**config.mk**
```make
export PLATFORM = sky130hd
export DESIGN_NAME = scl_clock_gen
export DESIGN_NICKNAME = d
export VERILOG_FILES = /design/src/rtl/scl_gen_pkg.sv /design/src/rtl/scl_prescaler.sv /design/src/rtl/scl_phase_timer.sv /design/src/rtl/scl_clock_gen.sv
export SDC_FILE = /design/constraint.sdc
export NUM_CORES = 1
export LEC_CHECK = 0
export ABC_AREA = 1
export BUFFER_PORTS_ARGS = -buffer_cell sky130_fd_sc_hd__buf_2
export CORE_UTILIZATION = 33
export DETAILED_ROUTE_END_ITERATION = 12
export PLACE_DENSITY_LB_ADDON = 0.08
export SYNTH_ARGS = -nofsm -noshare
export SYNTH_HDL_FRONTEND = slang
export SYNTH_HIERARCHICAL = 1
export SYNTH_SLANG_ARGS = --single-unit
```
**constraint.sdc**
```tcl
create_clock -name clk -period 2.8 [get_ports clk]
set_input_delay 0.28 -clock clk [delete_from_list [all_inputs] [get_ports clk]]
set_output_delay 0.28 -clock clk [all_outputs]
set_load 0.01 [all_outputs]
```
**src/rtl/scl_gen_pkg.sv**
```systemverilog
package scl_gen_pkg;

  localparam int unsigned SCL_PSC_W = 8;
  localparam int unsigned SCL_DIV_W = 16;
  localparam int unsigned SCL_OFS_W = 3;

  // Phase stretch chosen by the time-base divider setting
  function automatic logic [SCL_OFS_W-1:0] phase_offset(input logic [31:0] psc);
    if (psc == 32'd0)      return 3'd7;
    else if (psc == 32'd1) return 3'd6;
    else                   return 3'd5;
  endfunction

endpackage

```
**src/rtl/scl_prescaler.sv**
```systemverilog
module scl_prescaler #(
  parameter int unsigned W = 8
) (
  input  logic         clk,
  input  logic         rst_n,
  input  logic         clear,
  input  logic [W-1:0] limit,
  output logic         tick
);

  logic [W-1:0] cnt_q, cnt_d;

  always_comb begin
    tick  = !clear && (cnt_q == limit);
    cnt_d = cnt_q;
    if (clear)     cnt_d = '0;
    else if (tick) cnt_d = '0;
    else           cnt_d = cnt_q + 1'b1;
  end

  always_ff @(posedge clk or negedge rst_n) begin
    if (!rst_n) cnt_q <= '0;
    else        cnt_q <= cnt_d;
  end

endmodule

```
**src/rtl/scl_phase_timer.sv**
```systemverilog
module scl_phase_timer #(
  parameter int unsigned W = 17
) (
  input  logic         clk,
  input  logic         rst_n,
  input  logic         clear,
  input  logic         tick,
  input  logic [W-1:0] last,
  output logic         done
);

  logic [W-1:0] cnt_q, cnt_d;

  always_comb begin
    done  = !clear && tick && (cnt_q == last);
    cnt_d = cnt_q;
    if (clear)     cnt_d = '0;
    else if (done) cnt_d = '0;
    else if (tick) cnt_d = cnt_q + 1'b1;
  end

  always_ff @(posedge clk or negedge rst_n) begin
    if (!rst_n) cnt_q <= '0;
    else        cnt_q <= cnt_d;
  end

endmodule

```
**src/rtl/scl_clock_gen.sv**
```systemverilog
module scl_clock_gen #(
  parameter int unsigned PSC_W = scl_gen_pkg::SCL_PSC_W,
  parameter int unsigned DIV_W = scl_gen_pkg::SCL_DIV_W
) (
  input  logic             clk,
  input  logic             rst_n,
  input  logic             enable,
  input  logic [PSC_W-1:0] prescale,
  input  logic [DIV_W-1:0] low_div,
  input  logic [DIV_W-1:0] high_div,
  output logic             scl,
  output logic             fall_stb,
  output logic             rise_stb
);

  import scl_gen_pkg::*;

  localparam int unsigned LEN_W = DIV_W + 1;

  logic             active;
  logic             run_q, run_d;
  logic             scl_q, scl_d;
  logic             fall_q, fall_d;
  logic             rise_q, rise_d;
  logic [PSC_W-1:0] psc_q, psc_d;
  logic [LEN_W-1:0] lo_last_q, lo_last_d;
  logic [LEN_W-1:0] hi_last_q, hi_last_d;
  logic [LEN_W-1:0] ofs_ext;
  logic             clear;
  logic             unit_tick;
  logic             phase_done;
  logic [LEN_W-1:0] cur_last;

  assign active   = enable && (|low_div) && (|high_div);
  assign clear    = !run_q || !active;
  assign cur_last = scl_q ? hi_last_q : lo_last_q;
  assign ofs_ext  = {{(LEN_W-SCL_OFS_W){1'b0}}, phase_offset(32'(prescale))};

  scl_prescaler #(.W(PSC_W)) u_psc (
    .clk   (clk),
    .rst_n (rst_n),
    .clear (clear),
    .limit (psc_q),
    .tick  (unit_tick)
  );

  scl_phase_timer #(.W(LEN_W)) u_timer (
    .clk   (clk),
    .rst_n (rst_n),
    .clear (clear),
    .tick  (unit_tick),
    .last  (cur_last),
    .done  (phase_done)
  );

  always_comb begin
    run_d     = run_q;
    scl_d     = scl_q;
    fall_d    = 1'b0;
    rise_d    = 1'b0;
    psc_d     = psc_q;
    lo_last_d = lo_last_q;
    hi_last_d = hi_last_q;
    if (!active) begin
      run_d = 1'b0;
      scl_d = 1'b1;
    end else if (!run_q || (phase_done && scl_q)) begin
      run_d     = 1'b1;
      scl_d     = 1'b0;
      fall_d    = 1'b1;
      psc_d     = prescale;
      lo_last_d = {1'b0, low_div}  + ofs_ext - 1'b1;
      hi_last_d = {1'b0, high_div} + ofs_ext - 1'b1;
    end else if (phase_done) begin
      scl_d  = 1'b1;
      rise_d = 1'b1;
    end
  end

  always_ff @(posedge clk or negedge rst_n) begin
    if (!rst_n) begin
      run_q     <= 1'b0;
      scl_q     <= 1'b1;
      fall_q    <= 1'b0;
      rise_q    <= 1'b0;
      psc_q     <= '0;
      lo_last_q <= '0;
      hi_last_q <= '0;
    end else begin
      run_q     <= run_d;
      scl_q     <= scl_d;
      fall_q    <= fall_d;
      rise_q    <= rise_d;
      psc_q     <= psc_d;
      lo_last_q <= lo_last_d;
      hi_last_q <= hi_last_d;
    end
  end

  assign scl      = scl_q;
  assign fall_stb = fall_q;
  assign rise_stb = rise_q;

endmodule

```
Word-level counts from Yosys, hierarchy flattened
Cells that the tools add are included.
{"block": "word_totals", "regBits": 71, "latch_bits": 0, "mem_bits_rw": 0, "romBits": 0, "output_inout_bits": 3, "wordCells": 54, "memories": 0}
{"block": "classes", "addsub": 6, "n_mul": 0, "div_mod_pow": 0, "n_lt_le_gt_ge": 0, "n_eq_ne": 5, "n_shift": 0, "muxes": 18, "bitwise": 0, "reduce_logical": 16}
{"operator": "17-bit 2-to-1 mux", "n": 4}
{"operator": "16-bit by 3-bit adder with 17-bit output", "n": 2}
{"operator": "17-bit by 1-bit subtractor with 17-bit output (second input constant)", "n": 2}
{"operator": "16-bit OR reduction", "n": 2}
{"operator": "17-bit by 1-bit adder with 17-bit output (second input constant)", "n": 1}
{"operator": "17-bit == test", "n": 1}
{"operator": "8-bit 2-to-1 mux", "n": 2}
{"operator": "1-bit 2-to-1 mux", "n": 10}
{"operator": "8-bit by 1-bit adder with 8-bit output (second input constant)", "n": 1}
{"operator": "8-bit by 1-bit == test with 1-bit output (second input constant)", "n": 1}
{"operator": "8-bit == test", "n": 1}
{"operator": "8-bit zero test", "n": 1}
{"operator": "1-bit logical AND", "n": 6}
{"operator": "1-bit zero test", "n": 3}
{"operator": "3-bit 2-to-1 mux", "n": 1}
{"operator": "3-bit by 1-bit inequality test with 1-bit output (second input constant)", "n": 1}
{"operator": "3-bit nonzero test", "n": 1}
{"operator": "1-bit logical OR", "n": 2}
{"operator": "2-bit 2-to-1 mux", "n": 1}
{"operator": "2-bit by 1-bit inequality test with 1-bit output (second input constant)", "n": 1}
{"operator": "2-bit AND reduction", "n": 1}

Logic depth before layout (Yosys ltp)
Gate-level depths: netlist of run 1.
{"block": "logic_depth", "ltp_word": 13, "ltp_mapped": 20, "mapped_depth_nobuf": 17}

Modules after synthesis
Netlist of run 1, hierarchy kept.
{"mod": "scl_clock_gen", "instances": 1, "cells_each": 452, "area_per_inst_um2": 3059.2, "seq_area_each_um2": 1152.4}
{"mod": "scl_phase_timer", "instances": 1, "cells_each": 221, "area_per_inst_um2": 1432.6, "seq_area_each_um2": 425.4}
{"mod": "scl_prescaler", "instances": 1, "cells_each": 88, "area_per_inst_um2": 643.1, "seq_area_each_um2": 200.2}

Worst setup path before layout of run 1
Ideal clock, no wire load.
{"block": "synth_path", "kind": "register -> register", "from": "register scl_q (netlist: scl)", "to": "register hi_last_q[4]", "setup_time_ps": 117, "arrival_ps": 2649, "t_required_ps": 2683, "setup_slack_ps": 34, "path_stages_with_launch": 20, "path_buffers": 4, "cell_sequence": "dfstp_2 -> buf_4 -> clkbuf_1 -> nand2_1 -> nand2_1 -> inv_1 -> nand2_1 -> nand2_1 -> nor2_1 -> nand2_1 -> nor2_2 -> nand3_4 -> buf_6 -> nor3_4 -> inv_1 -> o21ai_4 -> nand4_4 -> buf_6 -> nand2_1 -> nand2_1"}
{"block": "synth_between", "elab_chain_len": 6}
{"item": "start, declared", "line_no": "scl_clock_gen.sv:22", "text": "logic scl_q, scl_d;"}
{"item": "start signal, assigned", "line_no": "scl_clock_gen.sv:91", "text": "scl_q <= scl_d;"}
{"item": "17-bit 2-to-1 mux", "line_no": "scl_clock_gen.sv:36", "text": "assign cur_last = scl_q ? hi_last_q : lo_last_q;"}
{"item": "net cur_last[5]", "line_no": "scl_clock_gen.sv:32", "text": "logic [LEN_W-1:0] cur_last;"}
{"item": "17-bit == test", "line_no": "scl_phase_timer.sv:15", "text": "done = !clear && tick && (cnt_q == last);"}
{"item": "1-bit logical AND", "line_no": "scl_phase_timer.sv:15"}
{"item": "net phase_done", "line_no": "scl_clock_gen.sv:31", "text": "logic phase_done;"}
{"item": "1-bit logical AND", "line_no": "scl_clock_gen.sv:67", "text": "end else if (!run_q || (phase_done && scl_q)) begin"}
{"item": "1-bit logical OR", "line_no": "scl_clock_gen.sv:67"}
{"item": "2-bit AND reduction (no line)"}
{"item": "end signal, assigned", "line_no": "scl_clock_gen.sv:96", "text": "hi_last_q <= hi_last_d;"}
{"item": "end, declared", "line_no": "scl_clock_gen.sv:27", "text": "logic [LEN_W-1:0] hi_last_q, hi_last_d;"}
The timed path passes the listed nets, and every way through them passes these cells.
A chain may end at the register's enable or synchronous reset.

Final worst setup path of run 1
{"block": "layout_path", "from": "register scl_q (netlist: scl)", "to": "register hi_last_q[16]"}
Same word-level chain as after synthesis.

==> results of run 1 <==
[power by group through the flow]
| stage | registers (mW) | logic (mW) | clock network (mW) |
|---|---|---|---|
| 2_1_floorplan | 1.17 | 0.337 | 0 |
| 3_3_place_gp | 1.19 | 0.492 | 0 |
| 3_5_place_dp | 1.19 | 0.498 | 0 |
| 4_1_cts | 1.17 | 0.501 | 1.17 |
| 5_1_grt | 1.19 | 0.609 | 1.21 |
| 6_report | 1.18 | 0.529 | 1.13 |
[synthesized netlist by cell type]
library cell	number
buf_2	5
fa_1	2
nand3b_1	3
inv_1	51
buf_4	7
nor2_2	13
xor2_1	18
or2_0	1
nor3_2	1
nand2_4	1
nor3_1	3
xnor2_1	21
nand3_1	74
clkbuf_1	2
o21ai_4	1
nand4_1	12
a21oi_1	1
nor2_1	83
nand3_4	1
nor2_8	1
a21boi_2	1
nand2_2	4
ha_1	8
o21ai_0	5
nor3_4	1
dfrtp_1	70
nand3_2	10
buf_1	1
inv_2	18
o211ai_1	1
a21boi_1	1
nand4_4	1
o21ai_1	3
or2_1	1
clkinv_1	3
buf_6	7
or2_2	2
nor2_4	2
o21bai_1	1
dfstp_2	1
nand2_1	319
[critical path, cell delays in order, from the launching register on]
cell,delay [ns]
dfstp_2,0.59
buf_6,0.15
nand2_1,0.10
nand2_2,0.10
inv_1,0.04
nand2_1,0.04
nand2_1,0.05
nor2_1,0.08
nand2_1,0.09
nor2_4,0.13
nand3_4,0.11
nor3_4,0.23
inv_2,0.07
o21ai_4,0.17
nand4_4,0.23
clkbuf_16,0.25
nand2_1,0.06
nand2_1,0.05
[registers in the layout (all words and copies together), names as in the netlist, 8 cells and up]
name / flops
hi_last_q: 17
u_psc/cnt_q: 8
lo_last_q: 17
u_timer/cnt_q: 17
psc_q: 8
[cell families after synthesis]
| kind of cell | share of synthesized area, % |
|---|---|
| xor gates and xnor gates | 6.65 |
| and+or+nand+nor | 45.6 |
| AOI/OAI and AO/OA | 1.85 |
| adders and majority gates | 2.73 |
| buffers and inverters | 8.53 |
| DFF | 34.6 |
[worst max-delay path by stage]
stage                     from                         to  slack (ns)  depth (start not counted)
6_report       scl$_DFFE_PN1P_  hi_last_q[16]$_DFFE_PN0P_        0.13                         17
5_1_grt        scl$_DFFE_PN1P_   hi_last_q[6]$_DFFE_PN0P_       -0.06                         17
4_1_cts        scl$_DFFE_PN1P_   hi_last_q[1]$_DFFE_PN0P_        0.14                         17
3_5_place_dp       low_div[10]   lo_last_q[9]$_DFFE_PN0P_        0.14                         19
3_3_place_gp       low_div[10]   hi_last_q[1]$_DFFE_PN0P_        0.16                         19
2_1_floorplan  scl$_DFFE_PN1P_   hi_last_q[4]$_DFFE_PN0P_        0.03                         19
[routing by layer]
layer | part of all wire [%] | global-route usage (%)
met1 | 49 | 23.9
met2 | 47 | 28.7
met3 | 3.1 | 2.61
met4 | 1.3 | 5.53
met5 | 0 | 0
[per-stage QoR]
stage	setup TNS (ns)	hold WS (ns)	power (mW)
3_3_place_gp	0	0.467	1.68
3_5_place_dp	0	0.458	1.69
4_1_cts	0	0.105	2.84
2_1_floorplan	0	-0.0156	1.51
6_report	0	0.0846	2.84
5_1_grt	-1.53	0.145	3.00
[area by class of cell]
class                           count  area (sq um)  share of cell area (%)
Clock inverter                      4          45.0                   0.742
Inverter                           72           273                    4.49
Clock buffer                       12           246                    4.06
Tap cell                          188           235                    3.88
Timing Repair Buffer               73           531                    8.74
Multi-Input combinational cell    596          2960                    48.8
Sequential cell                    71          1780                    29.3
[what timing repair did]
item / 4_1_cts / 5_1_grt
resized for setup: 0 / 22
buffers inserted: 0 / 9
setup endpoints to repair: 0 / 42
endpoints found under the hold margin: 0 / 0
==> run_summary.xml, run 1 <==
<?xml version="1.0" encoding="UTF-8"?>
<metrics>
  <group name="placement">
    <metric name="placement.cell_area" unit="sq um">5570</metric>
    <metric name="detailedPlacementHpwl" unit="um">10100</metric>
    <metric name="place_ws" unit="ns">0.136</metric>
    <metric name="numPortBuffers" unit="">45</metric>
    <metric name="place_congestion" unit="">0.857</metric>
    <metric name="dpl.cell_count" unit="">986</metric>
  </group>
  <group name="timing">
    <metric name="max_clock_freq" unit="GHz">0.375</metric>
    <metric name="setup_viol" unit="">0</metric>
    <metric name="finalHoldViolCount" unit="">0</metric>
    <metric name="layout_min_cycle_time" unit="ns">2.67</metric>
    <metric name="timing.slew.headroom" unit="%">37.9</metric>
    <metric name="worst_slack_setup_final" unit="ns">0.134</metric>
    <metric name="worstMarginPinSlew" unit="ns">0.931</metric>
    <metric name="timing.final.crit_share" unit="%">95.2</metric>
    <metric name="rsz0062_at_grt" unit="">true</metric>
    <metric name="clock_skew" unit="ns">0.00500</metric>
    <metric name="slew_viol_final" unit="">0</metric>
  </group>
  <group name="pwr">
    <metric name="switching_share" unit="%">28.5</metric>
    <metric name="combPwrFrac" unit="%">18.6</metric>
    <metric name="power.static_leakage" unit="nW">3.12</metric>
    <metric name="pwr_density_cell" unit="nW/um^2">468</metric>
    <metric name="share_clk_of_total_power" unit="%">39.9</metric>
    <metric name="vdd_drop_max" unit="mV">0.281</metric>
    <metric name="seqPwrFrac" unit="%">41.5</metric>
    <metric name="power.internal" unit="mW">2.03</metric>
    <metric name="net_switching_component_of_the_power" unit="mW">0.809</metric>
  </group>
  <group name="die">
    <metric name="die_w" unit="um">127</metric>
    <metric name="core_area" unit="sq um">15200</metric>
    <metric name="starting_density_of_the_core" unit="%">33.8</metric>
    <metric name="ioPinCount" unit="">46</metric>
    <metric name="design.die.area" unit="sq um">16100</metric>
    <metric name="die_h" unit="um">127</metric>
    <metric name="rows" unit="">45</metric>
  </group>
  <group name="layout">
    <metric name="mostFrequentLayoutCell" unit="">nand2_1</metric>
    <metric name="share_of_final_layout_standard_cells_stronger_than_drive_strength_1" unit="%">19.3</metric>
    <metric name="final_core_utilization" unit="%">39.9</metric>
    <metric name="final_net_count" unit="">876</metric>
    <metric name="mostFrequentLayoutCells" unit="">nand2_1 (308), nor2_1 (81), nand3_1 (74), dfrtp_1 (70), inv_1 (49)</metric>
    <metric name="fin_area" unit="sq um">6070</metric>
    <metric name="syn2layout_area_growth" unit="%">18.2</metric>
    <metric name="final-instance-count-excl-fill" unit="">1016</metric>
    <metric name="n_antenna_cell" unit="">0</metric>
    <metric name="filler_cell_count" unit="">1640</metric>
  </group>
  <group name="run">
    <metric name="cap_viol_max_count" unit="">0</metric>
  </group>
  <group name="setup_path">
    <metric name="regToRegEndpoint" unit="">hi_last_q[16]$_DFFE_PN0P_</metric>
    <metric name="reg2reg_setup_slack" unit="ns">0.13</metric>
    <metric name="worst-endpoint-required" unit="ns">3.02</metric>
    <metric name="critPathCaptureType" unit="">flop</metric>
    <metric name="r2r_start" unit="">scl$_DFFE_PN1P_</metric>
    <metric name="setup.worst_path.class" unit="">reg2reg</metric>
    <metric name="data_arrival_time_of_the_worst_path" unit="ns">2.88</metric>
    <metric name="cp_max_fo" unit="">9</metric>
    <metric name="worst_setup_path_start_kind" unit="">flop</metric>
    <metric name="rr_worst_depth" unit="">17</metric>
  </group>
  <group name="clock_tree">
    <metric name="cts_inserted_buffers" unit="">9</metric>
    <metric name="clkTransAtPathRegs" unit="ns">0.06</metric>
    <metric name="clock_latency" unit="ns">0.33</metric>
    <metric name="cts.sinks" unit="">71</metric>
    <metric name="htreeDepth" unit="">3</metric>
    <metric name="clock_path_buffers" unit="">2</metric>
    <metric name="clockRootBuffer" unit="">clkbuf_16</metric>
    <metric name="ctsHoldBuffers" unit="">0</metric>
    <metric name="tritoncts" unit="">done</metric>
  </group>
  <group name="detailed_routing">
    <metric name="finalWirelength" unit="um">13600</metric>
    <metric name="drt_first_iter_violations" unit="">249</metric>
    <metric name="drt_first_pass_iters" unit="">4</metric>
    <metric name="total_via_count_after_detailed_routing" unit="">4712</metric>
    <metric name="routed_via_count_divided_by_cell_count" unit="">4.64</metric>
    <metric name="drc" unit="">0</metric>
    <metric name="post_drt_wl_per_cell" unit="um">13.4</metric>
    <metric name="antenna_violating_nets_post_route" unit="">0</metric>
  </group>
  <group name="synthesis">
    <metric name="postSynthAreaPerCell" unit="sq um">6.75</metric>
    <metric name="yosysSeqAreaShare" unit="%">34.6</metric>
    <metric name="synth_top_cells_by_area" unit="">dfrtp_1 (34%), nand2_1 (23%), nand3_1 (7.2%)</metric>
    <metric name="ys_warn_count" unit="">6</metric>
    <metric name="synth_top_area_cell" unit="">dfrtp_1</metric>
    <metric name="netlist_area" unit="sq um">5130</metric>
    <metric name="synthCells" unit="">761</metric>
    <metric name="synth_fp_nets" unit="">814</metric>
    <metric name="ys_ff_latch" unit="">71</metric>
    <metric name="synthDistinctLibCells" unit="">41</metric>
    <metric name="post-synth-top-area-fraction" unit="%">34.1</metric>
  </group>
  <group name="global_route">
    <metric name="antenna_found_initial" unit="">0</metric>
    <metric name="gr-usage-all-layers" unit="%">17.5</metric>
    <metric name="first_global_vias" unit="">4528</metric>
    <metric name="grt_pass1_wl" unit="um">22300</metric>
    <metric name="grt_overflow" unit="">0</metric>
    <metric name="grt_max_degree" unit="">46</metric>
  </group>
  <group name="worst_hold_path">
    <metric name="timing.hold.worst.class" unit="">in2async</metric>
  </group>
  <group name="outcome">
    <metric name="result_of_the_run" unit="">finished, final reports clean</metric>
  </group>
</metrics>
(Power assumes the default switching activity.)
==> run 2, diff against run 1 <==
Settings changed: SETUP_SLACK_MARGIN from default to 0.4, SYNTH_HIERARCHICAL 1 to default.
==> run 2 against run 1 <==
Against the previous run: cell area shrank 4.4%; clock-buffer cell count shrank 2; largest power group unchanged; register-to-register slack gained 0.22 ns; critical endpoint is now u_timer.cnt_q[7]$_DFFE_PN0P_; synthesized cell count shrank 17%; largest cell class unchanged.
==> run_summary.xml, run 2 <==
<?xml version="1.0" encoding="UTF-8"?>
<metrics>
  <group name="outcome">
    <metric name="result_of_the_run" unit="">finished, final reports clean</metric>
  </group>
  <group name="synthesis">
    <metric name="ys_dominant_reg_cell" unit="">dfrtp_1</metric>
    <metric name="ys_ff_latch" unit="">71</metric>
    <metric name="synthCells" unit="">629</metric>
    <metric name="synthDistinctLibCells" unit="">29</metric>
    <metric name="synth_top_cells_by_area" unit="">dfrtp_1 (39%), nand2_1 (17%), nand3_1 (9.1%)</metric>
    <metric name="yosysSeqAreaShare" unit="%">39.3</metric>
    <metric name="synth_async_sr_flop_share" unit="%">100</metric>
    <metric name="ys_warn_count" unit="">0</metric>
    <metric name="postSynthAreaPerCell" unit="sq um">7.19</metric>
    <metric name="synthTopCellsByCount" unit="">nand2_1 (207), nand3_1 (82), inv_1 (74)</metric>
    <metric name="synth_top_area_cell" unit="">dfrtp_1</metric>
    <metric name="post-synth-top-count-cell" unit="">nand2_1</metric>
    <metric name="synth_fp_nets" unit="">684</metric>
    <metric name="post-synth-top-area-fraction" unit="%">38.7</metric>
    <metric name="netlist_area" unit="sq um">4520</metric>
    <metric name="synth_edf_count" unit="">0</metric>
  </group>
  <group name="timing">
    <metric name="rsz0062_at_grt" unit="">true</metric>
    <metric name="finalHoldViolCount" unit="">0</metric>
    <metric name="timing.setup.tns" unit="ns">0</metric>
    <metric name="setup_viol" unit="">0</metric>
    <metric name="hold_slack" unit="ns">0.0113</metric>
    <metric name="worstMarginPinSlew" unit="ns">0.832</metric>
    <metric name="max_clock_freq" unit="GHz">0.409</metric>
    <metric name="timing.slew.headroom" unit="%">44.5</metric>
    <metric name="clock_skew" unit="ns">0.00512</metric>
    <metric name="slew_viol_final" unit="">0</metric>
    <metric name="layout_min_cycle_time" unit="ns">2.44</metric>
    <metric name="timing.final.crit_share" unit="%">87.2</metric>
  </group>
  <group name="run">
    <metric name="cap_viol_max_count" unit="">0</metric>
  </group>
  <group name="die">
    <metric name="die_w" unit="um">119</metric>
    <metric name="starting_density_of_the_core" unit="%">34.0</metric>
    <metric name="design.die.area" unit="sq um">14200</metric>
    <metric name="die_h" unit="um">119</metric>
    <metric name="rows" unit="">42</metric>
    <metric name="ioPinCount" unit="">46</metric>
    <metric name="core_area" unit="sq um">13300</metric>
  </group>
  <group name="placement">
    <metric name="place_congestion" unit="">0.846</metric>
    <metric name="detailedPlacementHpwl" unit="um">9210</metric>
    <metric name="dpl.cell_count" unit="">842</metric>
    <metric name="numPortBuffers" unit="">45</metric>
  </group>
  <group name="clock_tree">
    <metric name="ctsHoldBuffers" unit="">0</metric>
    <metric name="cts.sinks" unit="">71</metric>
    <metric name="clkTransAtPathRegs" unit="ns">0.06</metric>
    <metric name="htreeDepth" unit="">3</metric>
    <metric name="clock_latency" unit="ns">0.34</metric>
    <metric name="cts_inserted_buffers" unit="">9</metric>
    <metric name="clock_path_buffers" unit="">2</metric>
    <metric name="tritoncts" unit="">done</metric>
    <metric name="clockRootBuffer" unit="">clkbuf_16</metric>
  </group>
  <group name="global_route">
    <metric name="first_global_vias" unit="">4007</metric>
    <metric name="grt_pass1_wl" unit="um">20200</metric>
    <metric name="grt_overflow" unit="">0</metric>
    <metric name="antenna_found_initial" unit="">0</metric>
    <metric name="grt_max_degree" unit="">44</metric>
    <metric name="gr-usage-all-layers" unit="%">18.4</metric>
  </group>
  <group name="detailed_routing">
    <metric name="total_via_count_after_detailed_routing" unit="">4252</metric>
    <metric name="drt_first_pass_iters" unit="">5</metric>
    <metric name="antenna_violating_nets_post_route" unit="">0</metric>
    <metric name="drc" unit="">0</metric>
    <metric name="drt_first_iter_violations" unit="">258</metric>
    <metric name="routed_via_count_divided_by_cell_count" unit="">4.84</metric>
    <metric name="finalWirelength" unit="um">13500</metric>
    <metric name="post_drt_wl_per_cell" unit="um">15.3</metric>
  </group>
  <group name="setup_path">
    <metric name="cp_max_fo" unit="">5</metric>
    <metric name="worst_path_max_delay_cell" unit="">dfstp_2</metric>
    <metric name="setup.worst_path.class" unit="">reg2reg</metric>
    <metric name="chain_of_cells_forming_the_critical_path" unit="">clkinvlp_4 &gt; nand2_2 &gt; nand2_2 &gt; xor2_1 &gt; nor2_1 &gt; nand3_2 &gt; nor2_4 &gt; buf_4 &gt; buf_4 &gt; inv_2 &gt; nand2_4 &gt; clkinvlp_4 &gt; nand3_1 &gt; o21ai_1</metric>
    <metric name="reg2reg_setup_slack" unit="ns">0.36</metric>
    <metric name="worst_path_dominant_cell_family" unit="">simple AND/OR/NAND/NOR gates</metric>
    <metric name="rr_worst_depth" unit="">14</metric>
    <metric name="data_arrival_time_of_the_worst_path" unit="ns">2.66</metric>
    <metric name="timing.critical_path.buf_inv" unit="">5</metric>
    <metric name="slowest_delay" unit="ns">0.67</metric>
    <metric name="regToRegEndpoint" unit="">u_timer.cnt_q[7]$_DFFE_PN0P_</metric>
    <metric name="worst_setup_path_start_kind" unit="">flop</metric>
    <metric name="r2r_start" unit="">scl$_DFFE_PN1P_</metric>
    <metric name="worst-endpoint-required" unit="ns">3.02</metric>
    <metric name="critPathCaptureType" unit="">flop</metric>
  </group>
  <group name="layout">
    <metric name="filler_cell_count" unit="">1383</metric>
    <metric name="biggestRegsByFlops" unit="">hi_last_q (17), lo_last_q (17), u_timer.cnt_q (17)</metric>
    <metric name="mostFrequentLayoutCell" unit="">nand2_1</metric>
    <metric name="final_net_count" unit="">754</metric>
    <metric name="share_of_final_layout_standard_cells_stronger_than_drive_strength_1" unit="%">23.0</metric>
    <metric name="multiInputGateArea" unit="sq um">2680</metric>
    <metric name="final_core_utilization" unit="%">43.7</metric>
    <metric name="layout.area.seq" unit="sq um">1780</metric>
    <metric name="mostFrequentLayoutCells" unit="">nand2_1 (175), inv_1 (71), dfrtp_1 (70), nand3_1 (68), buf_2 (45)</metric>
    <metric name="n_antenna_cell" unit="">0</metric>
    <metric name="syn2layout_area_growth" unit="%">28.4</metric>
    <metric name="final-instance-count-excl-fill" unit="">879</metric>
  </group>
  <group name="pwr">
    <metric name="total_design_power" unit="mW">2.83</metric>
    <metric name="power.static_leakage" unit="nW">2.90</metric>
    <metric name="pwr_density_cell" unit="nW/um^2">487</metric>
    <metric name="vdd_drop_max" unit="mV">0.278</metric>
  </group>
  <group name="worst_hold_path">
    <metric name="timing.hold.worst.class" unit="">in2async</metric>
  </group>
</metrics>
[run 2: worst max-delay path by stage]
stage                     from                            to  slack (ns)  cells past startpoint
2_1_floorplan      prescale[5]     lo_last_q[15]$_DFFE_PN0P_        0.41                     15
3_3_place_gp       prescale[5]     lo_last_q[15]$_DFFE_PN0P_        0.11                     16
3_5_place_dp       prescale[5]     lo_last_q[15]$_DFFE_PN0P_        0.04                     16
4_1_cts        scl$_DFFE_PN1P_     hi_last_q[12]$_DFFE_PN0P_        0.39                     12
5_1_grt        scl$_DFFE_PN1P_      lo_last_q[0]$_DFFE_PN0P_        0.25                     12
6_report       scl$_DFFE_PN1P_  u_timer.cnt_q[7]$_DFFE_PN0P_        0.36                     14
[run 2: per-stage QoR]
stage	instance area (sq um)	setup slack, ns
3_5_place_dp	4940	0.0355
5_1_grt	5800	0.247
2_1_floorplan	4520	0.413
6_report	5800	0.357
4_1_cts	5340	0.392
3_3_place_gp	4940	0.113
[run 2: layout make-up]
type	instances	area share (%)
Multi-Input combinational cell	470	46.2
Sequential cell	71	30.6
Timing Repair Buffer	69	9.27
Inverter	75	4.96
Clock buffer	10	3.94
Tap cell	176	3.79
Clock inverter	5	0.862
Timing Repair inverter	3	0.388
[run 2: kinds of logic after synthesis]
kind of cell | synth area share (%)
AO/OA/AOI/OAI | 3.74
XOR/XNOR | 8.52
adder cells (fa/ha/maj) | 3.65
buffers and inverters | 9.21
flip-flops | 39.3
AND/OR/NAND/NOR | 35.6
[run 2: repair_timing]
action | CTS | global route
buffers inserted | 5 | 3
pin swaps | 3 | 28
cloned | 3 | 11
setup endpoints to repair | 44 | 59
gates resized for setup | 11 | 76
[run 2: metal layers]
metal	track usage [%]	wire length [um]	vias to the layer above
li1	-	-	2152
met1	25.9	6470	1989
met2	28.7	6170	97
met3	2.16	605	14
met4	7.20	219	0
met5	0	0	-
[run 2: power breakdown]
group	switching (mW)	internal, mW
Clock	0.428	0.678
Combinational	0.320	0.211
Sequential	0.0771	1.11
Total	0.825	2.00
